--- src/rtl/casc_irq_pkg.sv ---
package casc_irq_pkg;
   localparam int REG_AW     = 3;
   localparam int NUM_GROUPS = 3;

   typedef enum logic [REG_AW-1:0] {
      SEL_PMASK = 3'd0,
      SEL_PSTAT = 3'd1,
      SEL_SMASK = 3'd2,
      SEL_SSTAT = 3'd3,
      SEL_SOFT  = 3'd4
   } reg_sel_e;
endpackage

--- src/rtl/irq_src_bank.sv ---
module irq_src_bank #(
   parameter int           W           = 32,
   parameter int           SYNC_STAGES = 2,
   parameter logic [W-1:0] EDGE_MAP    = '0
) (
   input  logic         clk_i,
   input  logic         rst_ni,
   input  logic [W-1:0] src_i,
   input  logic [W-1:0] soft_set_i,
   input  logic         clr_wr_i,
   input  logic [W-1:0] clr_data_i,
   output logic [W-1:0] status_o
);
   localparam int LAST = SYNC_STAGES - 1;

   if (SYNC_STAGES < 2) begin : g_bad_sync
      $error("irq_src_bank: SYNC_STAGES must be at least 2");
   end

   logic [W-1:0] sync_q [SYNC_STAGES];
   logic [W-1:0] prev_q;
   logic [W-1:0] latch_q;
   logic [W-1:0] set_vec;
   logic [W-1:0] clr_vec;

   always_ff @(posedge clk_i) begin
      if (!rst_ni) begin
         for (int i = 0; i < SYNC_STAGES; i++) sync_q[i] <= '0;
         prev_q <= '0;
      end else begin
         sync_q[0] <= src_i;
         for (int i = 1; i < SYNC_STAGES; i++) sync_q[i] <= sync_q[i-1];
         prev_q <= sync_q[LAST];
      end
   end

   assign set_vec = ((sync_q[LAST] & ~prev_q) | soft_set_i) & EDGE_MAP;
   assign clr_vec = clr_wr_i ? ~clr_data_i : '0;

   // set term applied after clear: a new edge beats a same-cycle clear
   always_ff @(posedge clk_i) begin
      if (!rst_ni) latch_q <= '0;
      else         latch_q <= ((latch_q & ~clr_vec) | set_vec) & EDGE_MAP;
   end

   for (genvar b = 0; b < W; b++) begin : g_bit
      if (EDGE_MAP[b]) begin : g_edge
         assign status_o[b] = latch_q[b];
      end else begin : g_level
         assign status_o[b] = sync_q[LAST][b];
      end
   end

   AST_SET_WINS: assert property (@(posedge clk_i) disable iff (!rst_ni)
      (set_vec != '0) |=> ((latch_q & $past(set_vec)) == $past(set_vec)));

   AST_CLR_ZERO: assert property (@(posedge clk_i) disable iff (!rst_ni)
      clr_wr_i |=> ((latch_q & $past(~clr_data_i & ~set_vec)) == '0));

   AST_LATCH_HOLD: assert property (@(posedge clk_i) disable iff (!rst_ni)
      !clr_wr_i |=> (($past(latch_q) & ~latch_q) == '0));
endmodule

--- src/rtl/irq_first_set.sv ---
module irq_first_set #(
   parameter int W  = 32,
   parameter int IW = (W > 1) ? $clog2(W) : 1
) (
   input  logic [W-1:0]  vec_i,
   output logic [IW-1:0] idx_o,
   output logic          any_o
);
   if (W < 1) begin : g_bad_w
      $error("irq_first_set: W must be positive");
   end

   always_comb begin
      idx_o = '0;
      for (int i = W - 1; i >= 0; i--) begin
         if (vec_i[i]) idx_o = IW'(i);
      end
   end

   assign any_o = |vec_i;
endmodule

--- src/rtl/casc_irq_ctrl.sv ---
module casc_irq_ctrl
   import casc_irq_pkg::*;
#(
   parameter int           W           = 32,
   parameter int           SYNC_STAGES = 2,
   parameter logic [W-1:0] P_EDGE      = 32'hF1CF_0000,
   parameter logic [W-1:0] S_EDGE      = 32'h1041_0000,
   parameter logic [W-1:0] P_SOFT      = 32'h7000_0000,
   parameter int           SUM_HI      = 4,
   parameter int           SUM_MID     = 5,
   parameter int           SUM_LO      = 6,
   parameter logic [W-1:0] GRP_HI      = 32'hFFFF_0000,
   parameter logic [W-1:0] GRP_MID     = 32'h0000_FF00,
   parameter logic [W-1:0] GRP_LO      = 32'h0000_00FF,
   parameter bit           HAS_ENCODER = 1'b1,
   localparam int          IW          = $clog2(2 * W),
   localparam int          PW          = $clog2(W)
) (
   input  logic              clk_i,
   input  logic              rst_ni,
   input  logic [W-1:0]      prim_src_i,
   input  logic [W-1:0]      sec_src_i,
   input  logic [REG_AW-1:0] reg_addr_i,
   input  logic              reg_wr_i,
   input  logic [W-1:0]      reg_wdata_i,
   output logic [W-1:0]      reg_rdata_o,
   output logic              irq_o,
   output logic [IW-1:0]     src_idx_o,
   output logic              src_valid_o
);
   localparam int           SUM_POS [NUM_GROUPS] = '{SUM_HI, SUM_MID, SUM_LO};
   localparam logic [W-1:0] GRP     [NUM_GROUPS] = '{GRP_HI, GRP_MID, GRP_LO};
   localparam logic [W-1:0] SUM_MASK = (W'(1) << SUM_HI) | (W'(1) << SUM_MID)
                                     | (W'(1) << SUM_LO);

   if (SUM_HI >= W || SUM_MID >= W || SUM_LO >= W) begin : g_bad_pos
      $error("casc_irq_ctrl: summary position out of range");
   end
   if ((GRP_HI & GRP_MID) != '0 || (GRP_HI & GRP_LO) != '0
       || (GRP_MID & GRP_LO) != '0) begin : g_bad_grp
      $error("casc_irq_ctrl: secondary groups overlap");
   end
   if ((P_EDGE & SUM_MASK) != '0) begin : g_bad_sum_edge
      $error("casc_irq_ctrl: summary bits cannot be edge-latched");
   end
   if ((P_SOFT & ~P_EDGE) != '0) begin : g_bad_soft
      $error("casc_irq_ctrl: software bits must be edge-latched");
   end

   logic [W-1:0] p_mask_q, s_mask_q;
   logic [W-1:0] p_bank_stat, s_stat, p_stat;
   logic [W-1:0] p_pend, s_pend, sum_vec;
   logic [W-1:0] soft_set;
   logic         p_clr_wr, s_clr_wr;
   logic         irq_q;

   assign p_clr_wr = reg_wr_i && (reg_sel_e'(reg_addr_i) == SEL_PSTAT);
   assign s_clr_wr = reg_wr_i && (reg_sel_e'(reg_addr_i) == SEL_SSTAT);
   assign soft_set = (reg_wr_i && (reg_sel_e'(reg_addr_i) == SEL_SOFT))
                     ? (reg_wdata_i & P_SOFT) : '0;

   irq_src_bank #(.W(W), .SYNC_STAGES(SYNC_STAGES), .EDGE_MAP(P_EDGE)) u_prim (
      .clk_i      (clk_i),
      .rst_ni     (rst_ni),
      .src_i      (prim_src_i),
      .soft_set_i (soft_set),
      .clr_wr_i   (p_clr_wr),
      .clr_data_i (reg_wdata_i),
      .status_o   (p_bank_stat)
   );

   irq_src_bank #(.W(W), .SYNC_STAGES(SYNC_STAGES), .EDGE_MAP(S_EDGE)) u_sec (
      .clk_i      (clk_i),
      .rst_ni     (rst_ni),
      .src_i      (sec_src_i),
      .soft_set_i ('0),
      .clr_wr_i   (s_clr_wr),
      .clr_data_i (reg_wdata_i),
      .status_o   (s_stat)
   );

   assign s_pend = s_stat & s_mask_q;

   always_comb begin
      sum_vec = '0;
      for (int k = 0; k < NUM_GROUPS; k++) begin
         sum_vec[SUM_POS[k]] = |(s_pend & GRP[k]);
      end
   end

   assign p_stat = (p_bank_stat & ~SUM_MASK) | sum_vec;
   assign p_pend = p_stat & p_mask_q;

   always_ff @(posedge clk_i) begin
      if (!rst_ni) begin
         p_mask_q <= '0;
         s_mask_q <= '0;
         irq_q    <= 1'b0;
      end else begin
         if (reg_wr_i && reg_sel_e'(reg_addr_i) == SEL_PMASK) p_mask_q <= reg_wdata_i;
         if (reg_wr_i && reg_sel_e'(reg_addr_i) == SEL_SMASK) s_mask_q <= reg_wdata_i;
         irq_q <= |p_pend;
      end
   end

   assign irq_o = irq_q;

   always_comb begin
      case (reg_sel_e'(reg_addr_i))
         SEL_PMASK: reg_rdata_o = p_mask_q;
         SEL_PSTAT: reg_rdata_o = p_stat;
         SEL_SMASK: reg_rdata_o = s_mask_q;
         SEL_SSTAT: reg_rdata_o = s_stat;
         default:   reg_rdata_o = '0;
      endcase
   end

   if (HAS_ENCODER) begin : g_enc
      logic [PW-1:0] p_idx, s_idx;
      logic          p_any, s_any;
      logic [W-1:0]  grp_sel;

      irq_first_set #(.W(W), .IW(PW)) u_pfirst (
         .vec_i (p_pend),
         .idx_o (p_idx),
         .any_o (p_any)
      );

      always_comb begin
         grp_sel = '0;
         for (int k = 0; k < NUM_GROUPS; k++) begin
            if (int'(p_idx) == SUM_POS[k]) grp_sel = GRP[k];
         end
      end

      irq_first_set #(.W(W), .IW(PW)) u_sfirst (
         .vec_i (s_pend & grp_sel),
         .idx_o (s_idx),
         .any_o (s_any)
      );

      assign src_valid_o = p_any;
      assign src_idx_o   = (SUM_MASK[p_idx] && s_any) ? (IW'(W) + IW'(s_idx))
                                                      : IW'(p_idx);

      AST_VALID_ANY: assert property (@(posedge clk_i) disable iff (!rst_ni)
         src_valid_o == (|(p_stat & p_mask_q)));

      AST_IDX_PENDING: assert property (@(posedge clk_i) disable iff (!rst_ni)
         (src_valid_o && src_idx_o < IW'(W)) |-> p_pend[src_idx_o[PW-1:0]]);
   end else begin : g_no_enc
      assign src_valid_o = 1'b0;
      assign src_idx_o   = '0;
   end

   AST_IRQ_RISE: assert property (@(posedge clk_i) disable iff (!rst_ni)
      (|p_pend) |=> irq_o);

   AST_IRQ_FALL: assert property (@(posedge clk_i) disable iff (!rst_ni)
      !(|p_pend) |=> !irq_o);

   AST_MASK_BLOCK: assert property (@(posedge clk_i) disable iff (!rst_ni)
      (p_mask_q == '0) |=> !irq_o);

   AST_SUM_NEEDS_SMASK: assert property (@(posedge clk_i) disable iff (!rst_ni)
      (s_mask_q == '0) |-> ((reg_sel_e'(reg_addr_i) != SEL_PSTAT)
                            || ((reg_rdata_o & SUM_MASK) == '0)));
endmodule

--- config.mk ---
export PLATFORM = sky130hd
export DESIGN_NAME = casc_irq_ctrl
export DESIGN_NICKNAME = d
export VERILOG_FILES = /design/src/rtl/casc_irq_pkg.sv /design/src/rtl/irq_src_bank.sv /design/src/rtl/irq_first_set.sv /design/src/rtl/casc_irq_ctrl.sv
export SDC_FILE = /design/constraint.sdc
export NUM_CORES = 1
export LEC_CHECK = 0
export BUFFER_PORTS_ARGS = -buffer_cell sky130_fd_sc_hd__buf_2
export CAP_MARGIN = 20
export CORE_MARGIN = 5
export CORE_UTILIZATION = 40
export CTS_BUF_LIST = sky130_fd_sc_hd__clkbuf_8 sky130_fd_sc_hd__clkbuf_16
export DETAILED_ROUTE_END_ITERATION = 8
export SYNTH_ARGS = -nofsm -noshare
export SYNTH_HDL_FRONTEND = slang
export SYNTH_SLANG_ARGS = --single-unit
--- constraint.sdc ---
create_clock -name clk_i -period 3.76 [get_ports clk_i]
set_clock_uncertainty 0.05 [all_clocks]
set_input_delay 0.376 -clock clk_i [delete_from_list [all_inputs] [get_ports clk_i]]
set_output_delay 0.376 -clock clk_i [all_outputs]
set_load 0.02 [all_outputs]
==> results of run 1 <==
-- synth_stat cells (2+ instances only) --
master       n  area [um^2]
a211oi_1     2        15.01
a21boi_0     8        60.06
a21oi_1     77        385.4
a222oi_1     2        20.02
a22o_1      11        96.34
a22oi_1     82        615.6
a31oi_1      7        43.79
a32oi_1      5        43.79
a41oi_1      2        17.52
and2_1     144        900.9
and3_1       3        18.77
clkbuf_1    51        191.4
dfxtp_1    215         4304
inv_1        2        7.510
mux2_2       5        56.30
nand2_1    226        848.3
nand2b_1    14        87.58
nand3_1     13        65.06
nand4_1      7        43.79
nor2_1       6        22.52
nor3_1       2        10.01
nor3b_1      2        15.01
o2111ai_1    3        26.28
o211ai_1     3        22.52
o21a_1       2        15.01
o21ai_0     25        125.1
o21ai_1      2        10.01
o22ai_1      2        12.51
o31ai_1      4        30.03
or4_4        2        22.52
-- placed cells by master, fill, tap and decap left out, types with 4 or more instances in the layout --
cell / instances
nand3_1: 13
a22o_1: 11
and2_1: 144
a21oi_1: 76
mux2_2: 5
clkbuf_16: 25
nand2_1: 226
nor2_1: 6
a21boi_0: 8
a22oi_1: 82
clkbuf_8: 4
inv_1: 11
buf_4: 17
a32oi_1: 5
dfxtp_1: 215
a31oi_1: 7
o21ai_0: 25
nand4_1: 7
nand2b_1: 14
buf_2: 137
o31ai_1: 4
-- metrics by stage --
stage,worst slack (ns),cells
floorplan,0.7718,949
global route,-0.01253,1365
CTS,0.09463,1361
detailed placement,0.4850,1316
finish,0.1639,1366
global placement,0.5276,1316
-- layer usage --
| metal | GRT usage | part of all wire |
|---|---|---|
| met5 | 0 | 0.0014 |
| met4 | 0.05130 | 0.023 |
| met3 | 0.04441 | 0.068 |
| met2 | 0.2802 | 0.43 |
| met1 | 0.2677 | 0.47 |
-- area by class of cell --
| type | instances | area [um^2] |
|---|---|---|
| Fill cell | 1971 | 10290 |
| Timing Repair Buffer | 154 | 813.3 |
| Multi-Input combinational cell | 679 | 3837 |
| Sequential cell | 215 | 4304 |
| Clock inverter | 14 | 88.84 |
| Antenna cell | 2 | 5.005 |
| Clock buffer | 29 | 680.7 |
| Tap cell | 270 | 337.8 |
| Inverter | 3 | 11.26 |
-- state kept, by name, summed over array words and instances (netlist names) --
signal          flops
u_prim.prev_q      11
u_prim.latch_q     11
s_mask_q           32
u_prim.sync_q      58
irq_o               1
u_sec.sync_q       64
p_mask_q           32
u_sec.prev_q        3
u_sec.latch_q       3
-- cell families after synthesis --
logic type | count (synthesis) | synth area share
buffers and inverters | 55 | 0.02487
AOI/OAI and AO/OA | 248 | 0.1970
DFF | 215 | 0.5185
muxes | 6 | 0.007988
and+or+nand+nor | 425 | 0.2517
-- power groups by stage --
stage | clock [mW] | sequential, mW | combinational, mW
after CTS | 2.30 | 2.42 | 0.295
after detailed placement | 0 | 2.47 | 0.293
final | 2.24 | 2.42 | 0.296
after global placement | 0 | 2.47 | 0.291
after global routing | 2.39 | 2.43 | 0.329
after floorplan | 0 | 2.45 | 0.171
-- critical path: cells and delay by family (launching register included) --
kind                   cells  cell delay (ns)
multiplexers               1             0.21
AND/OR/NAND/NOR            1             0.57
AO/OA/AOI/OAI              5             1.36
buffers and inverters      1             0.18
flip-flops                 1             0.34
-- final timing paths --
| check | to | depth (start not counted) |
|---|---|---|
| max reg2reg | irq_o | 8 |
| min | u_sec.sync_q[0][9] | 2 |
| min reg2reg | u_prim.sync_q[0][45] | 1 |
| max | src_idx_o[0] | 8 |
-- timing repair --
item                                    in CTS  in global routing
buffers inserted                             2                  3
hold endpoints to repair                     0                  0
gates resized for setup                      1                  4
pin swaps                                    1                  1
endpoints found under the setup margin       2                  2
==> impl_metrics.json, run 1 <==
{
  "status": "completed",
  "yosysSeqAreaShare": 0.5185,
  "cts-root-buf": "clkbuf_16",
  "gp_congestion": 0.9085,
  "final-setup-viol-count": 0,
  "ys_async_sr_fraction": 0,
  "crit_path_max_incr_delay_ns": 0.57,
  "cp_data_required_time_ns": 3.33,
  "area_growth_syn_to_layout_pct": 21.40,
  "fp-row-count": 52,
  "min_period_over_period": 0.9564,
  "ant_nets": 0,
  "wl_per_cell_um": 16.80,
  "report.final.slew_viol_count": 0,
  "crit_path_max_fanout": 8,
  "cap_violations": 0,
  "io_buffers": 138,
  "worstSetupStartpointType": "flop",
  "syn_nets": 1051,
  "fmax_mhz": 278.1,
  "seqPwrFrac": 0.488,
  "drive_gt1_frac": 0.1892,
  "p_int_mw": 3.837,
  "cts_hold_buf": 0,
  "final.setup.tns_ns": 0,
  "pwr-share-clk": 0.452,
  "cp-end-kind": "primary output",
  "core_area_um2": 20360,
  "grtUsageTotal": 0.1864,
  "clk_pin_slew_worst_paths_ns": 0.06,
  "drt-total-wl_mm": 22.95,
  "drt_iter0_markers": 469,
  "crit_chain": "a22o_1 > or4_4 > o21a_1 > o21ai_1 > a221oi_1 > mux2i_1 > o211ai_1 > buf_2",
  "hold_class": "input pin to flop",
  "insertion_delay_ns": 0.51,
  "cp-startpoint": "s_mask_q[17]",
  "relSlewSlack": 0.3750,
  "worst_pin_slew_ns": 0.9375,
  "start_util": 0.4077,
  "cp_data_arrival_time_ns": 3.17,
  "clock_path_buffers": 3,
  "total_power_mw": 4.964,
  "grt_pass1_wl_mm": 36.10,
  "die_h_um": 154.1,
  "synth_edf_count": 0,
  "drc_errors": 0,
  "postPlaceCellArea_um2": 9235,
  "die_x_um": 154.1,
  "cts_sinks": 215,
  "hold_viol": 0,
  "dp_hpwl_mm": 16.27,
  "comb_power_share": 0.060,
  "worst-r2r-setup-slack_ns": 1.00,
  "antenna_found_initial": 4,
  "cts_tree": "built",
  "critPathSlowestCell": "or4_4",
  "ios": 142,
  "first_global_vias": 6637,
  "viasPerCell": 5.188,
  "dr.pass1.iters": 5,
  "vias": 7087,
  "grt_max_degree": 129,
  "final_nets": 1179,
  "overflow": 0,
  "utilization": 0.4949,
  "r2r_start": "s_mask_q[1]",
  "post_synth.cell_area_avg_um2": 8.748,
  "cts_made_buffers": 24,
  "htreeDepth": 1,
  "swShare": 0.2271,
  "p_switching_mw": 1.127,
  "ys_types": 50,
  "period_needed_ns": 3.596,
  "ir_drop_v": 0.0002522,
  "dieArea_um2": 23740,
  "syn_inst": 949,
  "power_density_nw_per_um2": 492.5,
  "syn-cell-area_um2": 8302,
  "hold_start": "sec_src_i[9]",
  "yosys_register_bits": 215,
  "leakagePower_nw": 4.186,
  "final_area_um2": 10080,
  "critPathKind": "flop to primary output",
  "synthFlopType": "dfxtp_1",
  "timing.hold.ws_ns": 0.01361,
  "yosysWarnings": 0
}
No activity file was read; power rests on OpenSTA's default activity.
==> run 2: changes to the inputs <==
==> constraint.sdc (replaced) <==
create_clock -name clk_i -period 3 [get_ports clk_i]
set_clock_uncertainty 0.05 [all_clocks]
set_input_delay 0.3 -clock clk_i [delete_from_list [all_inputs] [get_ports clk_i]]
set_output_delay 0.3 -clock clk_i [all_outputs]
set_load 0.02 [all_outputs]
==> run 2 against run 1 <==
The run now ends with negative setup slack left; combinational power grew 61%; die area is the same; via count grew 4.8%; first-iteration DRC count grew 7.0%; design area grew 11%; cell count grew 7.2%; core utilization grew 5.3 points; non-clock buffer count grew 103; register-to-register slack lost 0.71 ns; sequential power grew 26%; sequential cell count is the same; clock power grew 22%; critical endpoint is now src_valid_o; largest power group unchanged.
==> impl_metrics.json, run 2 (same netlist as run 1, synthesis figures left out) <==
{
  "worst_pin_slew_ns": 0.5370,
  "comb_power_share": 0.076,
  "clk_pin_slew_worst_paths_ns": 0.06,
  "final_cell_mix": "nand2_1 (225), dfxtp_1 (209), and2_1 (144)",
  "antenna_found_initial": 0,
  "leakagePower_nw": 4.641,
  "cts_tree": "built",
  "hold_start": "reg_wdata_i[14]",
  "drt_iter0_markers": 502,
  "diodes": 0,
  "critPathKind": "flop to primary output",
  "viasPerCell": 5.071,
  "wl_per_cell_um": 16.44,
  "cp-end-kind": "primary output",
  "insertion_delay_ns": 0.50,
  "hold_depth": 3,
  "fp-row-count": 52,
  "p_switching_mw": 1.440,
  "final.setup.tns_ns": -2.094,
  "io_buffers": 138,
  "start_util": 0.4077,
  "cp_data_required_time_ns": 2.65,
  "worst-r2r-setup-slack_ns": 0.29,
  "final-setup-viol-count": 7,
  "p_int_mw": 4.811,
  "ios": 142,
  "crit_path_max_fanout": 4,
  "grtUsageTotal": 0.1947,
  "gp_congestion": 0.9293,
  "dieArea_um2": 23740,
  "hold_viol": 0,
  "r2r-end": "irq_o",
  "vias": 7424,
  "area_growth_syn_to_layout_pct": 34.35,
  "ir_drop_v": 0.0004228,
  "total_power_mw": 6.251,
  "reg.largest.list": "u_sec.sync_q (64), u_prim.sync_q (58)",
  "seqPwrFrac": 0.486,
  "utilization": 0.5477,
  "report.final.slew_viol_count": 0,
  "pwr-share-clk": 0.438,
  "hold_path_end": "s_mask_q[14]",
  "period_needed_ns": 3.394,
  "htreeDepth": 1,
  "cts_sinks": 215,
  "relSlewSlack": 0.6420,
  "layout_commonest_cell": "nand2_1",
  "violations": "negative setup slack",
  "largest_reg_flops": 64,
  "power_density_nw_per_um2": 560.5,
  "cts_made_buffers": 23,
  "die_h_um": 154.1,
  "clock_path_buffers": 3,
  "hold_class": "input pin to flop",
  "worst_r2r_path_depth": 8,
  "ant_nets": 0,
  "cp_data_arrival_time_ns": 3.04,
  "dp_hpwl_mm": 16.56,
  "first_global_vias": 7138,
  "drt-total-wl_mm": 24.06,
  "setup_ws_ns": -0.3936,
  "cp-startpoint": "s_mask_q[16]",
  "final_nets": 1281,
  "worstSetupStartpointType": "flop",
  "grt_max_degree": 78,
  "fmax_mhz": 294.7,
  "drc_errors": 0,
  "grt_pass1_wl_mm": 37.95,
  "die_x_um": 154.1,
  "dr.pass1.iters": 5,
  "status": "finished with violations",
  "min_period_over_period": 1.131,
  "swShare": 0.2304,
  "cts-root-buf": "clkbuf_16",
  "core_area_um2": 20360,
  "drive_gt1_frac": 0.2152,
  "regMostFlops": "u_sec.sync_q",
  "rsz0062_at_grt": "yes",
  "postPlaceCellArea_um2": 9333,
  "r2r_start": "s_mask_q[16]",
  "final_area_um2": 11150,
  "cap_violations": 0,
  "overflow": 0
}
## run 2: changes by cell type in the layout (fill, tap and decap cells not counted), sizes merged
| cell | change |
|---|---|
| buf | +26 |
| clkinvlp | -1 |
| diode | -2 |
| clkinv | +6 |
| dlygate4sd3 | +77 |
| clkbuf | -1 |
| inv | -7 |
## run 2: power groups by stage
| stage | Sequential, mW | Combinational (mW) | Clock, mW |
|---|---|---|---|
| floorplan | 3.08 | 0.214 | 0 |
| global placement | 3.09 | 0.371 | 0 |
| detailed placement | 3.10 | 0.374 | 0 |
| CTS | 3.03 | 0.472 | 2.79 |
| global route | 3.05 | 0.526 | 2.91 |
| finish | 3.04 | 0.478 | 2.74 |
## run 2: metal layers
layer,vias up,share of wire,track usage
met5,-,0,0
met4,0,0.019,0.04626
met3,30,0.061,0.03288
met2,227,0.45,0.3130
met1,3437,0.47,0.2739
li1,3730,-,-
## run 2: worst max path at each step
stage	endpoint	cells after the start
CTS	src_idx_o[0]	10
floorplan	src_idx_o[2]	8
global route	src_idx_o[0]	11
detailed placement	src_idx_o[2]	9
global placement	src_idx_o[2]	9
finish	src_valid_o	8
## run 2: layout make-up
| class | instances | area [um^2] |
|---|---|---|
| Timing Repair Buffer | 257 | 1827 |
| Inverter | 3 | 11.26 |
| Clock inverter | 12 | 85.08 |
| Tap cell | 270 | 337.8 |
| Sequential cell | 215 | 4312 |
| Multi-Input combinational cell | 679 | 3936 |
| Clock buffer | 28 | 644.4 |
| Fill cell | 1858 | 9211 |
## run 2: timing repair
action / in CTS / in global routing
buffers inserted: 12 / 6
endpoints found under the setup margin: 7 / 7
resized for setup: 41 / 7
pin swaps: 19 / 9
hold buffers: 77 / 0
hold endpoints to repair: 84 / 0
## run 2: per-stage QoR
step                      std cells  worst slack, ns  hold WS (ns)
after floorplan                 949          0.08777        0.3557
after global placement         1329          0.09302        0.3652
after detailed placement       1329          0.08146        0.3669
after CTS                      1458          -0.3700     0.0002313
after global routing           1464          -0.5409      0.009884
final                          1464          -0.3936      0.003181
## run 2: critical path, stage by stage (launching register included)
cell,delay [ns]
dfxtp_2,0.33
a22o_1,0.26
or4_4,0.56
buf_6,0.14
o21ai_4,0.17
nand3_4,0.09
or3_4,0.39
or4_4,0.45
buf_6,0.15
